===== config.mk =====
export PLATFORM = sky130hd
export DESIGN_NAME = crc32_ser_engine
export DESIGN_NICKNAME = d
export VERILOG_FILES = /design/src/rtl/crc32_ser_pkg.sv /design/src/rtl/crc32_ser_ctrl.sv /design/src/rtl/crc32_ser_datapath.sv /design/src/rtl/crc32_ser_engine.sv
export SDC_FILE = /design/constraint.sdc
export NUM_CORES = 1
export LEC_CHECK = 0
export BUFFER_PORTS_ARGS = -buffer_cell sky130_fd_sc_hd__buf_2
export CORE_UTILIZATION = 45
export DETAILED_ROUTE_END_ITERATION = 7
export GPL_TIMING_DRIVEN = 0
export PLACE_DENSITY = 0.78
export SYNTH_ARGS = -nofsm -noshare
export SYNTH_HDL_FRONTEND = slang
export SYNTH_SLANG_ARGS = --single-unit

===== constraint.sdc =====
create_clock -name clk -period 2.83 [get_ports clk]
set_input_delay 0.4245 -clock clk [delete_from_list [all_inputs] [get_ports clk]]
set_output_delay 0.4245 -clock clk [all_outputs]
set_load 0.02 [all_outputs]

===== src/rtl/crc32_ser_pkg.sv =====
package crc32_ser_pkg;

    localparam int CRC_W = 32;

    typedef logic [CRC_W-1:0] crc_t;

    localparam crc_t POLY_REFLECTED = 32'hEDB88320;
    localparam crc_t REM_ALL_ONES   = 32'hFFFFFFFF;

    // Operation the remainder register performs at the next edge
    typedef enum logic [1:0] {
        OP_HOLD,
        OP_LOAD,
        OP_ABSORB,
        OP_SHIFT
    } rem_op_e;

    typedef enum logic {
        ST_IDLE,
        ST_SHIFT
    } ctl_state_e;

    // One reflected division step
    function automatic crc_t crc_shift1(crc_t r, crc_t poly);
        crc_t shifted;
        shifted = r >> 1;
        if (r[0]) begin
            return shifted ^ poly;
        end
        return shifted;
    endfunction

endpackage


===== src/rtl/crc32_ser_ctrl.sv =====
module crc32_ser_ctrl
    import crc32_ser_pkg::*;
#(
    parameter int BYTE_W = 8
) (
    input  logic    clk,
    input  logic    rst,
    input  logic    start,
    input  logic    in_valid,
    output logic    in_ready,
    output logic    busy,
    output logic    done,
    output rem_op_e op
);

    localparam int CNT_W = (BYTE_W > 2) ? $clog2(BYTE_W) : 1;
    localparam logic [CNT_W-1:0] STEPS_AFTER_FIRST = CNT_W'(BYTE_W - 1);

    ctl_state_e       state;
    logic [CNT_W-1:0] remain;
    logic             is_idle;
    logic             accept;
    logic             load;

    always_comb begin
        is_idle  = (state == ST_IDLE);
        load     = is_idle && start;
        in_ready = is_idle && !start;
        accept   = in_ready && in_valid;
        busy     = (state == ST_SHIFT);
        if (load) begin
            op = OP_LOAD;
        end else if (accept) begin
            op = OP_ABSORB;
        end else if (busy) begin
            op = OP_SHIFT;
        end else begin
            op = OP_HOLD;
        end
    end

    always_ff @(posedge clk) begin
        if (rst) begin
            state  <= ST_IDLE;
            remain <= '0;
            done   <= 1'b0;
        end else begin
            case (state)
                ST_IDLE: begin
                    if (load) begin
                        done <= 1'b0;
                    end else if (accept) begin
                        state  <= ST_SHIFT;
                        remain <= STEPS_AFTER_FIRST;
                        done   <= 1'b0;
                    end
                end
                ST_SHIFT: begin
                    remain <= remain - 1'b1;
                    if (remain == CNT_W'(1)) begin
                        state <= ST_IDLE;
                        done  <= 1'b1;
                    end
                end
                default: state <= ST_IDLE;
            endcase
        end
    end


    accept_then_busy_chk: assert property (@(posedge clk) disable iff (rst)
        (in_valid && in_ready) |=> busy);


    done_after_shift_chk: assert property (@(posedge clk) disable iff (rst)
        $rose(done) |-> $past(busy));


    start_blocks_ready_chk: assert property (@(posedge clk) disable iff (rst)
        start |-> !in_ready);

endmodule


===== src/rtl/crc32_ser_datapath.sv =====
module crc32_ser_datapath
    import crc32_ser_pkg::*;
#(
    parameter int   BYTE_W = 8,
    parameter crc_t POLY   = POLY_REFLECTED,
    parameter crc_t INIT   = REM_ALL_ONES
) (
    input  logic              clk,
    input  logic              rst,
    input  rem_op_e           op,
    input  logic              use_seed,
    input  crc_t              seed,
    input  logic [BYTE_W-1:0] data,
    output crc_t              rem
);

    localparam int PAD_W = CRC_W - BYTE_W;

    crc_t absorbed;
    crc_t load_val;

    always_comb begin
        absorbed = rem ^ {{PAD_W{1'b0}}, data};
        load_val = use_seed ? seed : INIT;
    end

    always_ff @(posedge clk) begin
        if (rst) begin
            rem <= INIT;
        end else begin
            case (op)
                OP_LOAD:   rem <= load_val;
                OP_ABSORB: rem <= crc_shift1(absorbed, POLY);
                OP_SHIFT:  rem <= crc_shift1(rem, POLY);
                default:   rem <= rem;
            endcase
        end
    end


    hold_keeps_rem_chk: assert property (@(posedge clk) disable iff (rst)
        (op == OP_HOLD) |=> $stable(rem));

endmodule


===== src/rtl/crc32_ser_engine.sv =====
module crc32_ser_engine
    import crc32_ser_pkg::*;
#(
    parameter int   BYTE_W = 8,
    parameter crc_t POLY   = POLY_REFLECTED,
    parameter crc_t INIT   = REM_ALL_ONES
) (
    input  logic              clk,
    input  logic              rst,
    input  logic              start,
    input  logic              use_seed,
    input  logic [31:0]       seed,
    input  logic              in_valid,
    input  logic [BYTE_W-1:0] in_data,
    output logic              in_ready,
    output logic [31:0]       crc_out,
    output logic              busy,
    output logic              done
);

    rem_op_e op;

    crc32_ser_ctrl #(
        .BYTE_W (BYTE_W)
    ) u_ctrl (
        .clk      (clk),
        .rst      (rst),
        .start    (start),
        .in_valid (in_valid),
        .in_ready (in_ready),
        .busy     (busy),
        .done     (done),
        .op       (op)
    );

    crc32_ser_datapath #(
        .BYTE_W (BYTE_W),
        .POLY   (POLY),
        .INIT   (INIT)
    ) u_dp (
        .clk      (clk),
        .rst      (rst),
        .op       (op),
        .use_seed (use_seed),
        .seed     (seed),
        .data     (in_data),
        .rem      (crc_out)
    );


    start_all_ones_chk: assert property (@(posedge clk) disable iff (rst)
        (start && !busy && !use_seed) |=> (crc_out == INIT));


    start_seed_chk: assert property (@(posedge clk) disable iff (rst)
        (start && !busy && use_seed) |=> (crc_out == $past(seed)));


    idle_quiet_chk: assert property (@(posedge clk) disable iff (rst)
        (in_ready && !in_valid) |=> $stable(crc_out));

endmodule


==> impl_metrics.toml <==
[yosys]
ys_seq_elements = 37
avgSynthCellArea_sq_um = 7.90
syn_area_sq_um = 2040
dominantRegCellSynth = "dfxtp_1"
synthArstFlopShare = 0
synth_nets = 305
synth_edf_count = 0
syn-instance-count = 258
ys_seq_area_frac = 0.363
synth_warnings = 0
yosys.cell_types.count = 37

[critical_path]
reg2reg_depth = 5
critPathLaunchType = "flop"
worstPathRequired_ns = 3.05
worstPathMaxFanout = 10
max_stage_delay_ns = 0.49
timing.rr.end = "u_dp.rem[3]"
crit_path_top_delay_cell = "nor3_2"
timing.rr.start = "u_ctrl.busy"
path_cells = "buf_2 -> nor3_2 -> clkbuf_1 -> a21oi_1 -> o21ai_0"
path_class = "flop to flop"
path_buf_inv = 2
cpLargestDelayFamily = "buffers and inverters"
rrSetupSlack_ns = 1.01
crit_path_end_kind = "flop"
cp.arrival_ns = 2.04

[hold_path]
hold_depth = 3
hp-start = "seed[0]"
min_to = "u_dp.rem[0]"
hold_path.class = "primary input to flop"

[sta]
rsz0062_at_grt = "false"
layout_setup_ws_ns = 1.01
fin_setup_tns_ns = 0
fin_crit_sh = 0.643
fmax_mhz = 550
tightestPinTransition_ns = 0.533
drv_slew = 0
hold_slack_ns = 0.384
fin_skew_ns = 0.00576
finalCriticalPeriod_ns = 1.82
relSlewSlack = 0.643
hold_viol = 0
setup_viol = 0

[finish]
layout-drive-gt1-share = 0.286
multi_input_area_sq_um = 1130
syn2layout_area_growth_pct = 26.6
seq_area_sq_um = 741
n_fill_cell = 414
diodes = 0
finalNetCount = 390

[floorplan]
dieWidth_um = 69.3
die_y_um = 69.3
rows = 24
io_pins = 80
initial_core_util = 0.468
fp.dieArea_sq_um = 4810
core_area_sq_um = 4350

[cts]
cts_resized = 0
cts-root-buf = "clkbuf_8"
insertion_delay_ns = 0.30
cts_buffers = 5
h-tree-depth = 2
clockBufferDepth = 2
cts_sinks = 37
clkTransAtPathRegs_ns = 0.07
cts_hold_buf = 0
tritoncts = "built"
postCtsSetupBuffers = 0

[run]
maxCapViolations = 0

[route]
vias_per_cell = 5.64
drc = 0
route.vias.total = 2226
final_antenna_net_count = 0
wl_per_cell_um = 14.7
wl_mm = 5.81
drt_first_pass_iters = 5
drtIter0Drc = 170

[status]
status = "finished clean"

[pwr]
power_density_nw_per_um2 = 544
peakVddDrop_uv = 292
p_leak_nw = 1.19

[placement]
dp_slack_ns = 0.896
numPortBuffers = 78
dp_hpwl_mm = 4.18
gp_congestion = 0.879

[global_routing]
grt_pass1_wl_mm = 9.85
overflow = 0
antenna_found_initial = 0
grt_pass1_vias = 2179
track_usage = 0.252
grt_start_max_net_pins = 11
==> power breakdown <==
| group | total (mW) | internal, mW | switching, mW |
|---|---|---|---|
| combinational | 0.404 | 0.169 | 0.235 |
| sequential | 0.615 | 0.571 | 0.0435 |
| clock | 0.386 | 0.193 | 0.193 |
==> worst min-delay path, stage by stage <==
cell and delay [ns]:
buf_2 0.07, nor2_1 0.03, o21ai_0 0.11
==> logic make-up (layout without fill, tap and decap cells) <==
| family | Yosys count | in the layout | synth area share |
|---|---|---|---|
| AO/OA/AOI/OAI | 83 | 83 | 0.267 |
| multiplexers | 11 | 11 | 0.0540 |
| flip-flops | 37 | 37 | 0.363 |
| adder cells (fa/ha/maj) | 2 | 2 | 0.0123 |
| buffers and inverters | 42 | 127 | 0.0847 |
| XOR/XNOR | 15 | 15 | 0.0644 |
| AND/OR/NAND/NOR | 68 | 68 | 0.154 |
==> placed cells by master, fill, tap and decap left out, types with 2 or more instances in the layout <==
cell type,netlist,layout
inv_1,17,17
o311ai_0,12,12
o22a_1,6,6
nor2_1,33,33
xnor2_1,15,15
o31ai_1,11,11
nor3_1,8,8
or3_1,2,2
buf_2,9,87
nand3_1,2,2
nand2_1,12,12
ha_1,2,2
a31oi_1,7,7
a21oi_1,30,30
clkbuf_8,0,6
mux2i_1,11,11
buf_1,2,2
clkbuf_1,12,13
dfxtp_1,37,37
o21ai_0,9,9
nor3b_1,4,4
==> cell usage after synthesis (4+ instances only) <==
| library cell | instances | area (sq um) |
|---|---|---|
| nand2_1 | 12 | 45.0 |
| nor2_1 | 33 | 124 |
| a21oi_1 | 30 | 150 |
| inv_1 | 17 | 63.8 |
| o22a_1 | 6 | 52.6 |
| mux2i_1 | 11 | 110 |
| dfxtp_1 | 37 | 741 |
| buf_2 | 9 | 45.0 |
| o21ai_0 | 9 | 45.0 |
| nor3b_1 | 4 | 30.0 |
| o31ai_1 | 11 | 82.6 |
| o311ai_0 | 12 | 105 |
| clkbuf_1 | 12 | 45.0 |
| nor3_1 | 8 | 40.0 |
| xnor2_1 | 15 | 131 |
| a31oi_1 | 7 | 43.8 |
==> flip-flops by register name, summed over array words and instances (netlist names) <==
name           flops
u_ctrl.remain      3
u_ctrl.done        1
u_dp.rem          32
u_ctrl.busy        1
==> final cells by class <==
class | count | area share
multi-input cells | 179 | 0.436
inverters | 18 | 0.0262
plain buffers | 24 | 0.0407
flip-flops and latches | 37 | 0.287
repair buffers | 78 | 0.151
clock buffers | 7 | 0.0334
well taps | 52 | 0.0252
==> worst max-delay path by stage <==
stage / startpoint / end / slack [ns] / cells past startpoint
2_1_floorplan: u_ctrl.busy / u_dp.rem[15] / 1.22 / 5
3_5_place_dp: in_valid / u_dp.rem[17] / 0.90 / 6
6_report: u_ctrl.busy / u_dp.rem[3] / 1.01 / 5
5_1_grt: u_ctrl.busy / u_dp.rem[3] / 0.87 / 5
4_1_cts: u_ctrl.busy / u_dp.rem[17] / 1.05 / 5
3_3_place_gp: in_valid / u_dp.rem[17] / 0.94 / 6
==> through the flow <==
step                power, mW  utilization  instances  area (sq um)
CTS                      1.40        0.593        395          2580
detailed placement       1.03        0.573        388          2490
global route             1.47        0.593        395          2580
floorplan               0.895            -        258          2040
finish                   1.40        0.593        395          2580
global placement         1.02        0.573        388          2490
==> routing by layer <==
metal  part of all wire  vias up  GRT usage  wire [um]
met5                  0        -          0          0
met4              0.022        0      0.120        129
met3              0.062       13     0.0567        360
met2               0.47       88      0.403       2700
met1               0.45     1039      0.321       2610
li1                   -     1086          -          -
(Power assumes the default switching activity.)
